===== src/rtl/wrhit_pkg.sv =====
package wrhit_pkg;

  typedef enum logic [1:0] {
    SZ_BYTE = 2'b00,
    SZ_WORD = 2'b01,
    SZ_LONG = 2'b10,
    SZ_RSVD = 2'b11
  } accSize_e;

  // strobes from the controller into the datapath
  typedef struct packed {
    logic lineWr;   // merge lane data into the hit line
    logic setMod;   // mark hit line modified
    logic extLoad;  // capture the external write transaction
  } dpStrobe_t;

endpackage


===== src/rtl/wrhit_lanes.sv =====
module wrhit_lanes
  import wrhit_pkg::*;
#(
  parameter int DATA_W = 32,
  localparam int LANES = DATA_W / 8,
  localparam int OFF_W = $clog2(LANES)
) (
  input  logic [OFF_W-1:0]  addrLow,
  input  logic [1:0]        sizeCode,
  input  logic [DATA_W-1:0] dataIn,
  output logic [LANES-1:0]  byteEn,
  output logic [DATA_W-1:0] laneData,
  output logic              misaligned
);

  accSize_e sizeSel;
  assign sizeSel = accSize_e'(sizeCode);

  // shift right-aligned data up to its byte lanes
  assign laneData = dataIn << {addrLow, 3'b000};

  always_comb begin
    byteEn     = '0;
    misaligned = 1'b0;
    unique case (sizeSel)
      SZ_BYTE: byteEn = LANES'(1) << addrLow;
      SZ_WORD: begin
        misaligned = addrLow[0];
        byteEn     = LANES'(3) << addrLow;
      end
      SZ_LONG: begin
        misaligned = (addrLow != '0);
        byteEn     = '1;
      end
      default: misaligned = 1'b1;
    endcase
    if (misaligned) byteEn = '0;
  end

  // an accepted size never produces an empty lane set
  always_comb begin
    if (!misaligned) assert_lanes_nonempty_R1: assert (byteEn != '0);
  end

endmodule


===== src/rtl/wrhit_ctl.sv =====
module wrhit_ctl
  import wrhit_pkg::*;
(
  input  logic      clk,
  input  logic      rstN,
  input  logic      reqValid,
  input  logic      hitValid,
  input  logic      reqCopyback,
  input  logic      misaligned,
  input  logic      memWrReady,
  output dpStrobe_t strobe,
  output logic      reqReady,
  output logic      reqError,
  output logic      memWrValid
);

  typedef enum logic {ST_IDLE = 1'b0, ST_EXT = 1'b1} ctlState_e;

  ctlState_e state, nextState;
  logic      takeReq;

  assign takeReq    = reqValid && hitValid && (state == ST_IDLE);
  assign memWrValid = (state == ST_EXT);

  always_comb begin
    nextState = state;
    strobe    = '0;
    reqReady  = 1'b0;
    reqError  = 1'b0;
    unique case (state)
      ST_IDLE: begin
        if (takeReq) begin
          if (misaligned) begin
            reqReady = 1'b1;
            reqError = 1'b1;
          end else if (reqCopyback) begin
            strobe.lineWr = 1'b1;
            strobe.setMod = 1'b1;
            reqReady      = 1'b1;
          end else begin
            strobe.lineWr  = 1'b1;
            strobe.extLoad = 1'b1;
            nextState      = ST_EXT;
          end
        end
      end
      ST_EXT: begin
        if (memWrReady) begin
          reqReady  = 1'b1;
          nextState = ST_IDLE;
        end
      end
      default: nextState = ST_IDLE;
    endcase
  end

  always_ff @(posedge clk or negedge rstN) begin
    if (!rstN) state <= ST_IDLE;
    else       state <= nextState;
  end

  // refused stores write nothing and complete with an error
  assert_err_nowrite_R6: assert property (@(posedge clk) disable iff (!rstN)
    takeReq && misaligned |-> reqError && reqReady && !strobe.lineWr && !strobe.extLoad);

  // copyback completes at once and leaves no memory traffic behind
  assert_cb_no_ext_R5: assert property (@(posedge clk) disable iff (!rstN)
    takeReq && !misaligned && reqCopyback |-> reqReady ##1 !memWrValid);

  // a write-through store always opens a memory transaction
  assert_wt_opens_ext_R3: assert property (@(posedge clk) disable iff (!rstN)
    takeReq && !misaligned && !reqCopyback |=> memWrValid);

  // the processor is stalled while memory has not accepted
  assert_wt_stall_R4: assert property (@(posedge clk) disable iff (!rstN)
    memWrValid && !memWrReady |-> !reqReady);

  // misses are not consumed here
  assert_miss_ignored_R7: assert property (@(posedge clk) disable iff (!rstN)
    !memWrValid && !hitValid |-> !reqReady && !strobe.lineWr && !strobe.setMod);

endmodule


===== src/rtl/wrhit_dp.sv =====
module wrhit_dp
  import wrhit_pkg::*;
#(
  parameter int ADDR_W    = 32,
  parameter int DATA_W    = 32,
  parameter int NUM_LINES = 8,
  parameter int LINE_WORDS = 4,
  localparam int LANES  = DATA_W / 8,
  localparam int OFF_W  = $clog2(LANES),
  localparam int LINE_W = $clog2(NUM_LINES),
  localparam int WSEL_W = $clog2(LINE_WORDS)
) (
  input  logic                    clk,
  input  logic                    rstN,
  input  dpStrobe_t               strobe,
  input  logic [LINE_W-1:0]       hitLine,
  input  logic [ADDR_W-OFF_W-1:0] wordAddr,
  input  logic [LANES-1:0]        byteEn,
  input  logic [DATA_W-1:0]       laneData,
  input  logic                    extPending,
  input  logic                    memWrReady,
  output logic [ADDR_W-1:0]       memWrAddr,
  output logic [DATA_W-1:0]       memWrData,
  output logic [LANES-1:0]        memWrByteEn,
  input  logic [LINE_W-1:0]       rdLine,
  input  logic [WSEL_W-1:0]       rdWord,
  output logic [DATA_W-1:0]       rdData,
  output logic                    rdModified
);

  logic [DATA_W-1:0]    lineMem [NUM_LINES][LINE_WORDS];
  logic [NUM_LINES-1:0] modified;
  logic [WSEL_W-1:0]    wordSel;

  assign wordSel = wordAddr[WSEL_W-1:0];

  // line storage with per-lane merge
  always_ff @(posedge clk or negedge rstN) begin
    if (!rstN) begin
      for (int l = 0; l < NUM_LINES; l++)
        for (int w = 0; w < LINE_WORDS; w++)
          lineMem[l][w] <= '0;
    end else if (strobe.lineWr) begin
      for (int b = 0; b < LANES; b++)
        if (byteEn[b]) lineMem[hitLine][wordSel][8*b +: 8] <= laneData[8*b +: 8];
    end
  end

  // modified flags: only copyback sets them here
  always_ff @(posedge clk or negedge rstN) begin
    if (!rstN)              modified <= '0;
    else if (strobe.setMod) modified[hitLine] <= 1'b1;
  end

  // held external write transaction
  always_ff @(posedge clk or negedge rstN) begin
    if (!rstN) begin
      memWrAddr   <= '0;
      memWrData   <= '0;
      memWrByteEn <= '0;
    end else if (strobe.extLoad) begin
      memWrAddr   <= {wordAddr, {OFF_W{1'b0}}};
      memWrData   <= laneData;
      memWrByteEn <= byteEn;
    end
  end

  assign rdData     = lineMem[rdLine][rdWord];
  assign rdModified = modified[rdLine];

  // after a copyback merge the line reads as modified
  assert_mod_set_R5: assert property (@(posedge clk) disable iff (!rstN)
    strobe.setMod |=> modified[$past(hitLine)]);

  // a write-through merge leaves every modified flag alone
  assert_wt_mod_keep_R4: assert property (@(posedge clk) disable iff (!rstN)
    strobe.lineWr && !strobe.setMod |=> modified == $past(modified));

  // the pending transaction does not move before acceptance
  assert_ext_stable_R3: assert property (@(posedge clk) disable iff (!rstN)
    extPending && !memWrReady && !strobe.extLoad |=>
      $stable(memWrAddr) && $stable(memWrData) && $stable(memWrByteEn));

  // only lanes that are enabled can be merged
  assert_merge_lanes_R2: assert property (@(posedge clk) disable iff (!rstN)
    strobe.lineWr |-> byteEn != '0);

endmodule


===== src/rtl/dcache_wrhit_unit.sv =====
module dcache_wrhit_unit
  import wrhit_pkg::*;
#(
  parameter int ADDR_W     = 32,
  parameter int DATA_W     = 32,
  parameter int NUM_LINES  = 8,
  parameter int LINE_WORDS = 4,
  localparam int LANES  = DATA_W / 8,
  localparam int OFF_W  = $clog2(LANES),
  localparam int LINE_W = $clog2(NUM_LINES),
  localparam int WSEL_W = $clog2(LINE_WORDS)
) (
  input  logic              clk,
  input  logic              rstN,
  input  logic              reqValid,
  input  logic [ADDR_W-1:0] reqAddr,
  input  logic [1:0]        reqSize,
  input  logic [DATA_W-1:0] reqData,
  input  logic              reqCopyback,
  input  logic              hitValid,
  input  logic [LINE_W-1:0] hitLine,
  output logic              reqReady,
  output logic              reqError,
  output logic              memWrValid,
  input  logic              memWrReady,
  output logic [ADDR_W-1:0] memWrAddr,
  output logic [DATA_W-1:0] memWrData,
  output logic [LANES-1:0]  memWrByteEn,
  input  logic [LINE_W-1:0] rdLine,
  input  logic [WSEL_W-1:0] rdWord,
  output logic [DATA_W-1:0] rdData,
  output logic              rdModified
);

  dpStrobe_t          strobe;
  logic [LANES-1:0]   byteEn;
  logic [DATA_W-1:0]  laneData;
  logic               misaligned;

  wrhit_lanes #(.DATA_W(DATA_W)) uLanes (
    .addrLow   (reqAddr[OFF_W-1:0]),
    .sizeCode  (reqSize),
    .dataIn    (reqData),
    .byteEn    (byteEn),
    .laneData  (laneData),
    .misaligned(misaligned)
  );

  wrhit_ctl uCtl (
    .clk        (clk),
    .rstN       (rstN),
    .reqValid   (reqValid),
    .hitValid   (hitValid),
    .reqCopyback(reqCopyback),
    .misaligned (misaligned),
    .memWrReady (memWrReady),
    .strobe     (strobe),
    .reqReady   (reqReady),
    .reqError   (reqError),
    .memWrValid (memWrValid)
  );

  wrhit_dp #(
    .ADDR_W    (ADDR_W),
    .DATA_W    (DATA_W),
    .NUM_LINES (NUM_LINES),
    .LINE_WORDS(LINE_WORDS)
  ) uDp (
    .clk        (clk),
    .rstN       (rstN),
    .strobe     (strobe),
    .hitLine    (hitLine),
    .wordAddr   (reqAddr[ADDR_W-1:OFF_W]),
    .byteEn     (byteEn),
    .laneData   (laneData),
    .extPending (memWrValid),
    .memWrReady (memWrReady),
    .memWrAddr  (memWrAddr),
    .memWrData  (memWrData),
    .memWrByteEn(memWrByteEn),
    .rdLine     (rdLine),
    .rdWord     (rdWord),
    .rdData     (rdData),
    .rdModified (rdModified)
  );

endmodule


===== config.mk =====
export PLATFORM = sky130hd
export DESIGN_NAME = dcache_wrhit_unit
export DESIGN_NICKNAME = d
export VERILOG_FILES = /design/src/rtl/wrhit_pkg.sv /design/src/rtl/wrhit_lanes.sv /design/src/rtl/wrhit_ctl.sv /design/src/rtl/wrhit_dp.sv /design/src/rtl/dcache_wrhit_unit.sv
export SDC_FILE = /design/constraint.sdc
export NUM_CORES = 2
export LEC_CHECK = 0
export BUFFER_PORTS_ARGS = -buffer_cell sky130_fd_sc_hd__buf_2
export CORE_UTILIZATION = 55
export CTS_BUF_LIST = sky130_fd_sc_hd__clkbuf_8
export CTS_CLUSTER_DIAMETER = 50
export DETAILED_ROUTE_END_ITERATION = 8
export PLACE_DENSITY = 0.72
export SLEW_MARGIN = 10
export SYNTH_ARGS = -nofsm -noshare
export SYNTH_HDL_FRONTEND = slang
export SYNTH_SLANG_ARGS = --single-unit

===== constraint.sdc =====
create_clock -name clk -period 4.1 [get_ports clk]
set_clock_uncertainty 0.05 [all_clocks]
set_input_delay 0.82 -clock clk [delete_from_list [all_inputs] [get_ports clk]]
set_output_delay 0.82 -clock clk [all_outputs]
set_load 0.02 [all_outputs]

==> reports/qor.txt <==
accumulated negative setup slack = 0 ns
Final ANT Viol Nets = 0
initial antenna violation count = 8
area used by multi-input combinational logic = 0.0198 mm2
core region area = 0.0882 mm2
reg-to-reg setup timing slack = 1.46 ns
RSZ-0062 raised after global routing = false
cell depth of the worst flop-to-flop path = 5
classification of the worst-slack hold path = in -> reg
clock network fraction of design power = 41.0%
Commonest cells post-synth = 1,133 x sky130_fd_sc_hd__nand2_1, 1,099 x sky130_fd_sc_hd__dfrtp_1, 973 x sky130_fd_sc_hd__o21ai_0, 544 x sky130_fd_sc_hd__mux2i_1, 280 x sky130_fd_sc_hd__clkbuf_1
final wirelength = 139 mm
maximum achievable frequency = 269 MHz
sequential area share after synthesis = 56.1%
number of DRC markers in iteration 0 = 3,541
type of origin of the critical path = primary input
clock tree root buffer cell = sky130_fd_sc_hd__clkbuf_8
GP Congestion = 0.911
outcome = completed
Die W = 300 um
crit-path max FO = 30
count of clock tree sinks = 1,099
clk_lat worst skew = 0.85 ns
die footprint = 0.0903 mm2
final setup vio count = 0
Final Worst Setup Slack = 0.382 ns
Leakage Power = 26.3 nW
start point of the worst hold path = memWrReady
Hold Path Depth = 2
worst reg2reg path endpoint = uDp.lineMem[638]$_DFFE_PN0P_
number of global-route vias before repair = 36.8k
number of nets in the finished design = 5,217
share of the cycle needed by the critical path after routing = 90.7%
GRT Resource Usage Total = 31.2%
number of setup buffers added after CTS = 0
pin slew with the least headroom to its limit = 0.875 ns
worst path required time = 3.23 ns
first-pass GRT wire length = 218 mm
P_sw = 6.44 mW
Pre-Repair DR Iteration Count = 6
switching portion of total power = 26.9%
number of instances in the synthesized netlist = 4,957
hold-fix buffer count after cts = 1
io pins = 184
Worst Setup End Kind = primary output
Total Power Consumption = 23.9 mW
clock slew seen by the registers of the worst setup and hold paths = 0.05 ns
number of enable flip-flop cells after synthesis = 0
Final min period = 3.72 ns
largest net degree at the start of global routing = 154
area share of the largest cell type after synthesis = 56.1%
dominant cell by count in the synthesized netlist = sky130_fd_sc_hd__nand2_1
Worst Hold Endpoint = uCtl.memWrValid$_DFF_PN0_
number of storage elements in the synthesis netlist = 1,099
power density of the placed cells = 431 mW/mm2
routed len/inst = 21.5 um
Post-Synthesis Cell Area = 0.0490 mm2
Top FF cell, synth = sky130_fd_sc_hd__dfrtp_1
post-DP HPWL = 90.7 mm
Die H = 300 um
Synth area leader = sky130_fd_sc_hd__dfrtp_1
Max clock buf depth = 3
count of max-cap constraint violations = 0
asr flop ratio synth = 100%
mean instance size in the synthesized netlist = 9.88 um2
Area Overhead vs Synth = 13.5%
Synth warnings = 0
cell internal power dissipation = 17.5 mW
deepest level of the CTS H-tree = 4
count of unresolved DRC violations after routing = 0
VDD IR-drop max = 281 uV
area of all sequential standard cells = 0.0275 mm2
CTS Buf Count = 181
final max-slew violation count = 0
Initial Util = 55.5%
sum of overflow across all layers after global routing = 0
fraction of final layout cells sized beyond drive strength 1 = 14.9%
number of filler cells placed in the layout = 7,191
detailed-route vias per instance = 5.85
CTS tree = done
cell types with the largest area share after synthesis = sky130_fd_sc_hd__dfrtp_1 56%, sky130_fd_sc_hd__mux2i_1 11%, sky130_fd_sc_hd__o21ai_0 9.9%, sky130_fd_sc_hd__nand2_1 8.7%, sky130_fd_sc_hd__clkbuf_1 2.1%
number of placement rows = 109
vias after detailed routing = 37.7k
sequential cell fraction of total power = 48.3%
count of input and output buffers = 181
quantity of gates resized following cts = 0
number of distinct library cells after synthesis = 51
number of endpoints with negative hold slack in the final report = 0
placement-stage worst setup slack = 0.433 ns
power share of the combinational group = 10.7%
Worst R2R Start = uCtl.memWrValid$_DFF_PN0_
path type of the worst setup path = in -> out
Worst EP arrival = 2.85 ns
worst rel slew slack = 41.5%
-- routing by layer --
| layer | vias up | wire length [um] | part of all wire, % | track usage (%) |
|---|---|---|---|---|
| li1 | 17500 | - | - | - |
| met1 | 18500 | 62100 | 45 | 45.4 |
| met2 | 1499 | 61000 | 44 | 45.8 |
| met3 | 225 | 11900 | 8.6 | 7.50 |
| met4 | 12 | 3790 | 2.7 | 10.6 |
| met5 | - | 80 | 0.058 | 0 |
-- final cells by class --
cell class | count | area share (%)
diodes | 4 | 0.0180
clock inverters | 99 | 1.08
clock buffers | 228 | 5.65
well taps | 1165 | 2.62
inverters | 26 | 0.176
multi-input cells | 3435 | 35.7
flip-flops and latches | 1099 | 49.5
repair buffers | 394 | 5.31
-- kinds of logic (layout without fill, tap and decap cells) --
kind of cell           Yosys count  count (layout)  share of synthesized area, %
other                            1               6                       0.00766
AO/OA/AOI/OAI                 1339            1339                          14.9
AND/OR/NAND/NOR               1484            1484                          12.7
multiplexers                   610             610                          12.7
flip-flops                    1099            1099                          56.1
buffers and inverters          424             747                          3.61
-- registers in the layout, summed over array words and instances (netlist names) --
signal / flops
uCtl.memWrValid: 1
uDp.lineMem: 1024
uDp.memWrData: 32
uDp.memWrByteEn: 4
uDp.modified: 8
uDp.memWrAddr: 30
-- layout by cell type (no fill, tap or decap), types with 93 or more instances in the layout --
| master | count |
|---|---|
| sky130_fd_sc_hd__nand3_1 | 173 |
| sky130_fd_sc_hd__o21ai_0 | 973 |
| sky130_fd_sc_hd__buf_4 | 178 |
| sky130_fd_sc_hd__nand2_1 | 1133 |
| sky130_fd_sc_hd__inv_1 | 93 |
| sky130_fd_sc_hd__a21oi_1 | 134 |
| sky130_fd_sc_hd__buf_2 | 179 |
| sky130_fd_sc_hd__a22oi_1 | 104 |
| sky130_fd_sc_hd__clkbuf_8 | 228 |
| sky130_fd_sc_hd__dfrtp_1 | 1099 |
| sky130_fd_sc_hd__mux2i_1 | 544 |
-- through the flow --
stage	std cells	hold slack (ns)	cell area [um2]	util (%)
6_report	6450	0.134	55600	63.0
5_1_grt	6448	0.115	55600	63.0
4_1_cts	6446	0.0855	55600	63.0
3_5_place_dp	6118	0.415	51800	58.7
3_3_place_gp	6118	0.409	51800	58.7
2_1_floorplan	4958	0.382	49000	-
-- worst max-delay path by stage --
stage	startpoint	endpoint	slack, ns	depth (start not counted)
3_5_place_dp	rdLine[2]	rdData[11]	0.43	8
5_1_grt	rdLine[2]	rdData[17]	0.35	8
6_report	rdLine[0]	rdData[17]	0.38	8
2_1_floorplan	rdLine[1]	rdData[25]	0.92	8
4_1_cts	rdLine[0]	rdData[19]	0.43	8
3_3_place_gp	rdLine[2]	rdData[11]	0.42	8
-- power groups by stage --
stage | registers, mW | clock network [mW] | logic, mW
finish | 11.6 | 9.83 | 2.56
global route | 11.6 | 10.5 | 2.77
CTS | 11.6 | 9.98 | 2.55
detailed placement | 11.7 | 0 | 2.54
global placement | 11.7 | 0 | 2.50
floorplan | 11.9 | 0 | 1.25
-- critical path: stages --
cell and delay, ns:
sky130_fd_sc_hd__buf_2 0.22, sky130_fd_sc_hd__nor2b_4 0.57, sky130_fd_sc_hd__buf_12 0.28, sky130_fd_sc_hd__a22o_1 0.16, sky130_fd_sc_hd__nor3_1 0.07, sky130_fd_sc_hd__a31oi_1 0.32, sky130_fd_sc_hd__nand3_1 0.17, sky130_fd_sc_hd__buf_2 0.20
Note: power is estimated with default switching activity, not from simulation.
